==> src/rtl/hsrx_pkg.sv <==
package hsrx_pkg;
  typedef enum logic {FR_HUNT, FR_DATA} fr_state_e;
  localparam logic [1:0] MODE_HS = 2'b10;
endpackage

==> src/rtl/hsrx_nrzi.sv <==
module hsrx_nrzi (
  input  logic clk,
  input  logic rst_n,
  input  logic act,
  input  logic line_v,
  input  logic line_b,
  output logic dec_v,
  output logic dec_b
);
  logic prev;

  always_ff @(posedge clk) begin
    if (!rst_n) begin
      prev  <= 1'b1;
      dec_v <= 1'b0;
      dec_b <= 1'b0;
    end else begin
      dec_v <= act && line_v;
      if (!act) begin
        prev <= 1'b1;
      end else if (line_v) begin
        dec_b <= (line_b == prev);   // no change decodes as 1
        prev  <= line_b;
      end
    end
  end
endmodule

==> src/rtl/hsrx_frame.sv <==
module hsrx_frame
  import hsrx_pkg::*;
#(
  parameter int SYNC_ZEROS = 6,
  parameter int STUFF_RUN  = 6
) (
  input  logic clk,
  input  logic rst_n,
  input  logic act,
  input  logic dec_v,
  input  logic dec_b,
  output logic bit_v,
  output logic bit_d,
  output logic sop,
  output logic eop
);
  localparam int ZW = $clog2(SYNC_ZEROS + 1);
  localparam int OW = $clog2(STUFF_RUN + 1);
  localparam logic [ZW-1:0] ZMAX = ZW'(SYNC_ZEROS);
  localparam logic [OW-1:0] OMAX = OW'(STUFF_RUN);

  fr_state_e       state;
  logic [ZW-1:0]   zcnt;
  logic [OW-1:0]   ones;
  logic            in_data, at_run;

  always_comb begin
    in_data = (state == FR_DATA);
    at_run  = (ones == OMAX);
    bit_v   = dec_v && in_data && !(at_run && !dec_b);   // drop
    bit_d   = dec_b;
    eop     = dec_v && in_data && at_run && dec_b;
    sop     = dec_v && !in_data && dec_b && (zcnt == ZMAX);
  end

  always_ff @(posedge clk) begin
    if (!rst_n || !act) begin
      state <= FR_HUNT;
      zcnt  <= '0;
      ones  <= '0;
    end else if (dec_v) begin
      case (state)
        FR_HUNT: begin
          if (!dec_b) begin
            if (zcnt != ZMAX) zcnt <= zcnt + 1'b1;
          end else if (zcnt == ZMAX) begin
            state <= FR_DATA;
            zcnt  <= '0;
            ones  <= OW'(1);     // closing 1 counts toward the run
          end else begin
            zcnt <= '0;
          end
        end
        default: begin
          if (at_run) begin
            ones <= '0;
            if (dec_b) state <= FR_HUNT;
          end else begin
            ones <= dec_b ? ones + 1'b1 : '0;
          end
        end
      endcase
    end
  end

  a_r4_run_bound: assert property (@(posedge clk) disable iff (!rst_n)
    ones <= OMAX);
  a_r6_no_data_after_end: assert property (@(posedge clk) disable iff (!rst_n)
    eop |=> !bit_v);
endmodule

==> src/rtl/hsrx_pack.sv <==
module hsrx_pack #(
  parameter int WORD_W = 16
) (
  input  logic              clk,
  input  logic              rst_n,
  input  logic              act,
  input  logic              bit_v,
  input  logic              bit_d,
  input  logic              sop,
  input  logic              eop,
  output logic [WORD_W-1:0] data_o,
  output logic              valid_o,
  output logic              last_o,
  output logic              bserr_o
);
  localparam int BYTE_W = WORD_W / 2;
  localparam int CW     = $clog2(WORD_W);
  localparam logic [CW:0] FULL_C = (CW+1)'(WORD_W);
  localparam logic [CW:0] HALF_C = (CW+1)'(BYTE_W);

  logic [WORD_W-1:0] sr, nsr;
  logic [CW-1:0]     cnt;
  logic [CW:0]       ncnt;
  logic              live, flush, ins, full, half, ending;

  always_comb begin
    ins    = flush || (live && bit_v);
    nsr    = {flush | bit_d, sr[WORD_W-1:1]};       // LSB first
    ncnt   = {1'b0, cnt} + 1'b1;
    full   = (ncnt == FULL_C);
    half   = (ncnt == HALF_C);
    ending = flush || (live && eop);
  end

  always_ff @(posedge clk) begin
    if (!rst_n) begin
      sr <= '0; cnt <= '0; live <= 1'b0; flush <= 1'b0;
      data_o <= '0; valid_o <= 1'b0; last_o <= 1'b0; bserr_o <= 1'b0;
    end else begin
      valid_o <= 1'b0;
      last_o  <= 1'b0;
      bserr_o <= 1'b0;
      if (!act) begin                 // drop packet
        live <= 1'b0; flush <= 1'b0; cnt <= '0;
      end else if (sop) begin
        live <= 1'b1; flush <= 1'b0; cnt <= '0;
      end else if (ins) begin
        sr  <= nsr;
        cnt <= full ? '0 : ncnt[CW-1:0];
        if (full) begin
          data_o  <= nsr;
          valid_o <= 1'b1;
          last_o  <= ending;          // end byte in high lane
          bserr_o <= ending;
          if (ending) begin live <= 1'b0; flush <= 1'b0; end
        end else if (half && ending) begin
          data_o  <= {{BYTE_W{1'b0}}, nsr[WORD_W-1:BYTE_W]};
          valid_o <= 1'b1;
          last_o  <= 1'b1;
          live    <= 1'b0;
          flush   <= 1'b0;
        end else if (ending) begin
          flush <= 1'b1;              // pad with ones
        end
      end
    end
  end

  a_r11_idle_quiet: assert property (@(posedge clk) disable iff (!rst_n)
    !act |=> !valid_o);
  a_r10_last_is_valid: assert property (@(posedge clk) disable iff (!rst_n)
    last_o |-> valid_o);
  a_r7_bserr_needs_last: assert property (@(posedge clk) disable iff (!rst_n)
    bserr_o |-> last_o);
  a_r10_gap_after_last: assert property (@(posedge clk) disable iff (!rst_n)
    last_o |=> !valid_o);
  a_r8_pad_lane_zero: assert property (@(posedge clk) disable iff (!rst_n)
    (last_o && !bserr_o) |-> (data_o[WORD_W-1:BYTE_W] == '0));
endmodule

==> src/rtl/hs_rx_deser.sv <==
module hs_rx_deser
  import hsrx_pkg::*;
#(
  parameter int WORD_W     = 16,
  parameter int SYNC_ZEROS = 6,
  parameter int STUFF_RUN  = 6
) (
  input  logic              clk,
  input  logic              rst_n,
  input  logic [1:0]        mode_i,
  input  logic              dir_i,
  input  logic              line_bit_i,
  input  logic              line_valid_i,
  output logic [WORD_W-1:0] word_o,
  output logic              word_valid_o,
  output logic              word_last_o,
  output logic              word_bserr_o
);
  logic act, dec_v, dec_b, bit_v, bit_d, sop, eop;

  assign act = (mode_i == MODE_HS) && !dir_i;

  hsrx_nrzi u_nrzi (
    .clk(clk), .rst_n(rst_n), .act(act),
    .line_v(line_valid_i), .line_b(line_bit_i),
    .dec_v(dec_v), .dec_b(dec_b)
  );

  hsrx_frame #(.SYNC_ZEROS(SYNC_ZEROS), .STUFF_RUN(STUFF_RUN)) u_frame (
    .clk(clk), .rst_n(rst_n), .act(act),
    .dec_v(dec_v), .dec_b(dec_b),
    .bit_v(bit_v), .bit_d(bit_d), .sop(sop), .eop(eop)
  );

  hsrx_pack #(.WORD_W(WORD_W)) u_pack (
    .clk(clk), .rst_n(rst_n), .act(act),
    .bit_v(bit_v), .bit_d(bit_d), .sop(sop), .eop(eop),
    .data_o(word_o), .valid_o(word_valid_o),
    .last_o(word_last_o), .bserr_o(word_bserr_o)
  );
endmodule

==> config.mk <==
export PLATFORM = sky130hd
export DESIGN_NAME = hs_rx_deser
export DESIGN_NICKNAME = d
export VERILOG_FILES = /design/src/rtl/hsrx_pkg.sv /design/src/rtl/hsrx_nrzi.sv /design/src/rtl/hsrx_frame.sv /design/src/rtl/hsrx_pack.sv /design/src/rtl/hs_rx_deser.sv
export SDC_FILE = /design/constraint.sdc
export NUM_CORES = 1
export LEC_CHECK = 0
export BUFFER_PORTS_ARGS = -buffer_cell sky130_fd_sc_hd__clkbuf_2
export CAP_MARGIN = 20
export CORE_AREA = 2 2 56 98
export DETAILED_ROUTE_END_ITERATION = 8
export DIE_AREA = 0 0 58 100
export GPL_ROUTABILITY_DRIVEN = 0
export PLACE_DENSITY = 0.65
export SLEW_MARGIN = 20
export SYNTH_ARGS = -nofsm -noshare
export SYNTH_HDL_FRONTEND = slang
export SYNTH_SLANG_ARGS = --single-unit
==> constraint.sdc <==
create_clock -name clk -period 2.8 [get_ports clk]
set_clock_uncertainty 0.05 [all_clocks]
set_input_delay 0 -clock clk [delete_from_list [all_inputs] [get_ports clk]]
set_output_delay 0 -clock clk [all_outputs]
set_load 0.05 [all_outputs]
Word-level counts from Yosys, hierarchy flattened
Cells that the tools add are included.
{ "totals": {"reg_bits": 51, "in_bits": 7, "output_inout_bits": 19, "word_cells": 99} }
{ "classes": {"n_addsub": 3, "eq_ne": 9, "muxes": 26, "n_bitwise": 7, "n_reduce_logical": 40} }
{ "op_table": {"columns": ["op", "count"], "rows": [
  ["two-way mux 16 bit", 2],
  ["two-way mux 3 bit", 7],
  ["two-way mux 1 bit", 16],
  ["AND reduction 3 bit", 5],
  ["logical AND 1 bit", 13],
  ["nonzero test 2 bit", 6],
  ["adder 3 x 1 -> 3 bit (second input constant)", 2],
  ["equality test 3 bit (second input constant)", 2],
  ["zero test 1 bit", 6],
  ["inequality test 3 bit (second input constant)", 2],
  ["inverter 1 bit", 6],
  ["adder 4 x 1 -> 5 bit (second input constant)", 1],
  ["equality test 5 x 4 -> 1 bit (second input constant)", 1],
  ["equality test 5 bit (second input constant)", 1],
  ["OR reduction 5 bit", 1],
  ["two-way mux 4 bit", 1],
  ["AND reduction 2 bit", 2],
  ["AND reduction 4 bit", 1],
  ["OR reduction 4 bit", 1],
  ["logical OR 1 bit", 3],
  ["nonzero test 3 bit", 1],
  ["OR reduction 3 bit", 1],
  ["equality test 2 bit (second input constant)", 1],
  ["inequality test 2 bit (second input constant)", 1],
  ["other kinds (2)", 2]
]} }

Depth between registers and ports, before layout
{ "logic_depth": {"depth_word": 10, "mapped_depth": 8, "ltp_nobuf": 6} }

Modules after synthesis
A second synthesis with hierarchy kept.
{ "unflattened": {"hier_cells": 239, "hier_area_um2": 2123.3} }
{ "modules_own_cells": {"columns": ["module", "n_inst", "cells_each", "area_per_inst_um2", "seq_area_each_um2"], "rows": [
  ["hsrx_pack", 1, 180, 1589.0, 800.8],
  ["hsrx_frame", 1, 48, 407.9, 140.1],
  ["hsrx_nrzi", 1, 10, 113.9, 60.1],
  ["hs_rx_deser", 1, 1, 12.5, 0.0]
]} }

Worst setup path before layout
Ideal clock, no wire load.
{ "synth_path": {"kind": "register -> register", "startpoint": "register u_frame.ones[0]", "endpoint": "register u_pack.data_o[15]", "setup_time_ps": 89, "arrival_time_ps": 1813, "t_required_ps": 2661, "setup_slack_ps": 848, "path_stages_with_launch": 9, "n_path_buf": 2, "period_less_slack_ps": 1952, "cell_sequence": "dfxtp_1 -> inv_1 -> ha_1 -> and4bb_4 -> or2_0 -> buf_2 -> or3_4 -> buf_6 -> o32ai_4"} }
{ "synth_via": {"elab_chain_cells": 8, "elab_cells_between_ends": 13, "classes_between": "1 x eq/ne; 12 x reduce/logical"} }
{ "synth_rtl": {"columns": ["element", "line", "text"], "rows": [
  ["from (decl)", "hsrx_frame.sv:24", "logic [OW-1:0] ones;"],
  ["from (signal assigned)", "hsrx_frame.sv:59", "ones <= dec_b ? ones + 1'b1 : '0;"],
  ["equality test 3 bit (*)", "hsrx_frame.sv:29", "at_run = (ones == OMAX);"],
  ["logical AND 1 bit (2 in a row)", "hsrx_frame.sv:32", "eop = dec_v && in_data && at_run && dec_b;"],
  ["logical AND 1 bit", "hsrx_pack.sv:32", "ending = flush || (live && eop);"],
  ["logical OR 1 bit", "hsrx_pack.sv:32", null],
  ["logical AND 1 bit", "hsrx_pack.sv:56", "end else if (half && ending) begin"],
  ["nonzero test 2 bit (no source line)", null, null],
  ["AND reduction 4 bit (no source line) (*)", null, null],
  ["to (signal assigned)", "hsrx_pack.sv:51", "data_o <= nsr;"],
  ["to (signal assigned)", "hsrx_pack.sv:57", "data_o <= {{BYTE_W{1'b0}}, nsr[WORD_W-1:BYTE_W]};"],
  ["to (decl)", "hsrx_pack.sv:11", "output logic [WORD_W-1:0] data_o,"]
]} }
Mark *: on every way between the ends. The rest lies on a longest branch, timed or not.
A chain may end at the register's enable or synchronous reset.

Worst setup path in the final report
Ends and elaborated chain as after synthesis.

==> impl_metrics.py <==
metrics = {
    "sta": {
        "tightest_slew_ns": 0.750,
        "fmax_ghz": 0.446,
        "hold_violations": 0,
        "setup_viol": 0,
        "slew_violations": 0,
        "max_slew_margin_pct": 50.0,
        "rsz0062_at_grt": "false",
        "setup_tns_ns": 0,
        "setup_ws_ns": 0.560,
        "period_share_pct": 80.0,
        "period_minus_slack_ns": 2.24,
    },
    "synth": {
        "synth-compound-area-share_pct": 21.1,
        "syn_nets": 271,
        "yosys.area_share.simple_pct": 21.9,
        "synth-seq-cells": 50,
        "netlist_area_um2": 2210,
        "synthCells": 259,
        "synth_top_family_by_area": "simple AND/OR/NAND/NOR gates",
        "yosysWarningCount": 0,
        "syn_area_per_cell_um2": 8.53,
        "ys_types": 38,
        "synthMuxAreaShare_pct": 2.72,
        "synthAdderAreaFrac_pct": 2.83,
        "yosysSeqAreaShare_pct": 45.3,
        "synth-xor-area-share_pct": 1.98,
    },
    "cts": {
        "clock_sinks": 50,
        "cts_max_level": 2,
        "clk_pin_slew_ns": 0.09,
        "worst_skew_pair.late_latency_ns": 0.31,
        "cts_buffers": 5,
        "root_buffer": "clkbuf_8",
        "cts_tree": "done",
        "cts_resized": 0,
        "cts_buffer_depth": 2,
    },
    "placement": {
        "dp_slack_ns": 0.577,
        "io_buffers": 25,
        "place_area_um2": 2380,
        "dpl.hpwl_um": 3560,
        "place_inst": 329,
    },
    "drt": {
        "drc": 0,
        "vias": 1939,
        "drtIter0Drc": 50,
        "totalWireLength_um": 5120,
        "vias_per_cell": 5.67,
        "drtPass1Iterations": 4,
        "antenna_left": 0,
        "routedWlPerCell_um": 15.0,
    },
    "grt": {
        "first_global_vias": 1838,
        "globalRouteTotalUtil_pct": 19.1,
        "antenna_found_initial": 0,
        "grt_overflow": 0,
        "grt_max_degree": 29,
        "grt_pass1_wl_um": 8620,
    },
    "power": {
        "clkPwrFrac_pct": 36.7,
        "peakVddDrop_v": 0.000354,
        "share_comb_of_total_power_pct": 3.1,
        "p_int_w": 0.000923,
        "p_sw_w": 0.000261,
        "powerDensity_nw_per_um2": 469,
        "p_sw_share_pct": 22.0,
        "p_leak_nw": 0.909,
        "power_frac_seq_pct": 60.1,
    },
    "setup_path": {
        "crit_buf_inv": 1,
        "reg2reg_slack_ns": 0.56,
        "crit_arrival_ns": 2.42,
        "crit_start": "u_frame.ones[0]",
        "crit_chain": "inv_1, ha_1, and4bb_4, or2_0, or3_4, o32ai_4",
        "path_max_fanout": 16,
        "crit_slowest_cell": "or3_4",
        "cp.required_ns": 2.98,
        "crit_cells": 6,
        "worst_path_largest_cell_delay_ns": 0.56,
        "crit_path_end": "u_pack.data_o[15]",
        "cp-end-kind": "flop",
        "worstRegToRegCells": 6,
        "critPathLaunchType": "flop",
        "r2r-start": "u_frame.ones[0]",
        "path_delay_family": "simple AND/OR/NAND/NOR gates",
        "reg2reg_to": "u_pack.data_o[15]",
        "crit_type": "flop to flop",
    },
    "cells_and_area": {
        "filler_cell_count": 515,
        "diodes": 0,
        "fin_cells": 342,
        "nets": 298,
        "mostFrequentLayoutCells": "dfxtp_1 (50), nand2_1 (34), o21ai_0 (25), clkbuf_2 (25)",
        "design_area_um2": 2520,
        "drive_above_1_share_pct": 16.0,
        "syn_to_final_growth_pct": 14.2,
        "mostFrequentLayoutCell": "dfxtp_1",
    },
    "floorplan": {
        "fp-row-count": 35,
        "core_um2": 5080,
        "die_area_um2": 5800,
        "die_w_um": 58,
        "ios": 26,
        "start_util_pct": 43.5,
        "die_y_um": 100,
    },
    "run_status": {
        "status": "completed",
    },
    "hold_path": {
        "hold_class": "input pin to flop",
    },
    "flow_run": {
        "cap_violations": 0,
    },
}
## cell usage after synthesis
master | instances | share of area [%]
dfxtp_1 | 50 | 45
nand2_1 | 34 | 5.8
o21ai_0 | 25 | 5.7
a21oi_1 | 24 | 5.4
nand3_1 | 24 | 5.4
nor2_1 | 12 | 2.0
clkbuf_1 | 11 | 1.9
o22ai_1 | 7 | 2.0
and3_1 | 6 | 1.7
mux2i_1 | 6 | 2.7
a311oi_1 | 5 | 2.0
buf_2 | 5 | 1.1
ha_1 | 5 | 2.8
nor3_1 | 5 | 1.1
a21boi_0 | 4 | 1.4
a41oi_1 | 4 | 1.6
xnor2_1 | 4 | 1.6
inv_1 | 3 | 0.51
a31oi_1 | 2 | 0.57
and2_1 | 2 | 0.57
and4_1 | 2 | 0.79
o211ai_1 | 2 | 0.68
or3b_2 | 2 | 0.79
and2b_1 | 1 | 0.34
and4bb_4 | 1 | 0.74
buf_1 | 1 | 0.17
buf_6 | 1 | 0.51
nand3b_1 | 1 | 0.34
nand4_1 | 1 | 0.28
nor3b_1 | 1 | 0.34
nor3b_2 | 1 | 0.57
o21a_1 | 1 | 0.34
o21ai_1 | 1 | 0.23
o32ai_4 | 1 | 1.2
or2_0 | 1 | 0.28
or3_1 | 1 | 0.28
or3_4 | 1 | 0.51
xor2_1 | 1 | 0.40
## worst min path at each step
stage               depth (start not counted)      endpoint  slack, ns        from
global route                                3  u_nrzi.dec_v       0.04   mode_i[0]
finish                                      3  u_nrzi.dec_v       0.02       dir_i
floorplan                                   2   u_nrzi.prev        0.1  line_bit_i
detailed placement                          3   u_nrzi.prev       0.23  line_bit_i
CTS                                         3  u_nrzi.dec_v       0.02   mode_i[0]
global placement                            3   u_nrzi.prev       0.22  line_bit_i
## metal layers
metal	global-route usage (%)	part of all wire (%)	up-vias	wire (um)
li1	-	-	987	-
met1	21.2	41	911	2090
met2	34.0	54	28	2770
met3	3.09	2.2	13	114
met4	9.66	2.9	0	150
met5	0	0	-	0
## power by group through the flow
stage,Clock [W],Sequential [W],Combinational [W]
floorplan,0,0.000728,0.0000215
global placement,0,0.000729,0.0000327
detailed placement,0,0.000729,0.0000327
CTS,0.000445,0.000712,0.0000368
global route,0.000474,0.000712,0.0000406
finish,0.000435,0.000712,0.0000370
## per-stage QoR
stage	total power, W	hold slack [ns]	util (%)
after global routing	0.00123	0.0396	49.7
after floorplan	0.000750	0.0953	-
after CTS	0.00119	0.0197	49.7
after detailed placement	0.000761	0.226	46.9
after global placement	0.000761	0.216	46.9
final	0.00118	0.0216	49.7
## final cells by class
cell class	instances	area, um2	area share, %
Clock buffer	7	86.3	3.42
Inverter	3	11.3	0.446
Tap cell	55	68.8	2.73
Timing Repair Buffer	38	235	9.32
Sequential cell	50	1000	39.7
Clock inverter	1	5.00	0.198
Multi-Input combinational cell	188	1120	44.2
## kinds of logic (layout without fill, tap and decap cells)
kind of cell,count (synthesis),count (layout)
adders and majority gates,5,5
buffers and inverters,21,49
and+or+nand+nor,96,96
muxes,6,6
xor gates and xnor gates,5,5
DFF,50,50
AOI/OAI and AO/OA,76,76
## sequential cells by signal, summed over array words and instances (netlist names)
signal,cells
u_nrzi.dec_b,1
u_pack.last_o,1
u_pack.bserr_o,1
u_pack.sr,15
u_nrzi.prev,1
u_nrzi.dec_v,1
u_pack.valid_o,1
u_pack.live,1
u_pack.cnt,4
u_frame.zcnt,3
u_frame.in_data,1
u_pack.data_o,16
u_frame.ones,3
u_pack.flush,1
## repair_timing
item                                   4_1_cts  5_1_grt
endpoints found under the hold margin        3        0
setup buffers                                0        0
hold buffers                                 5        0
## tightest hold or removal path: stages
cell and delay (ns):
clkbuf_2 0.08, nor3b_2 0.07, and3_1 0.18
(Power assumes the default switching activity.)
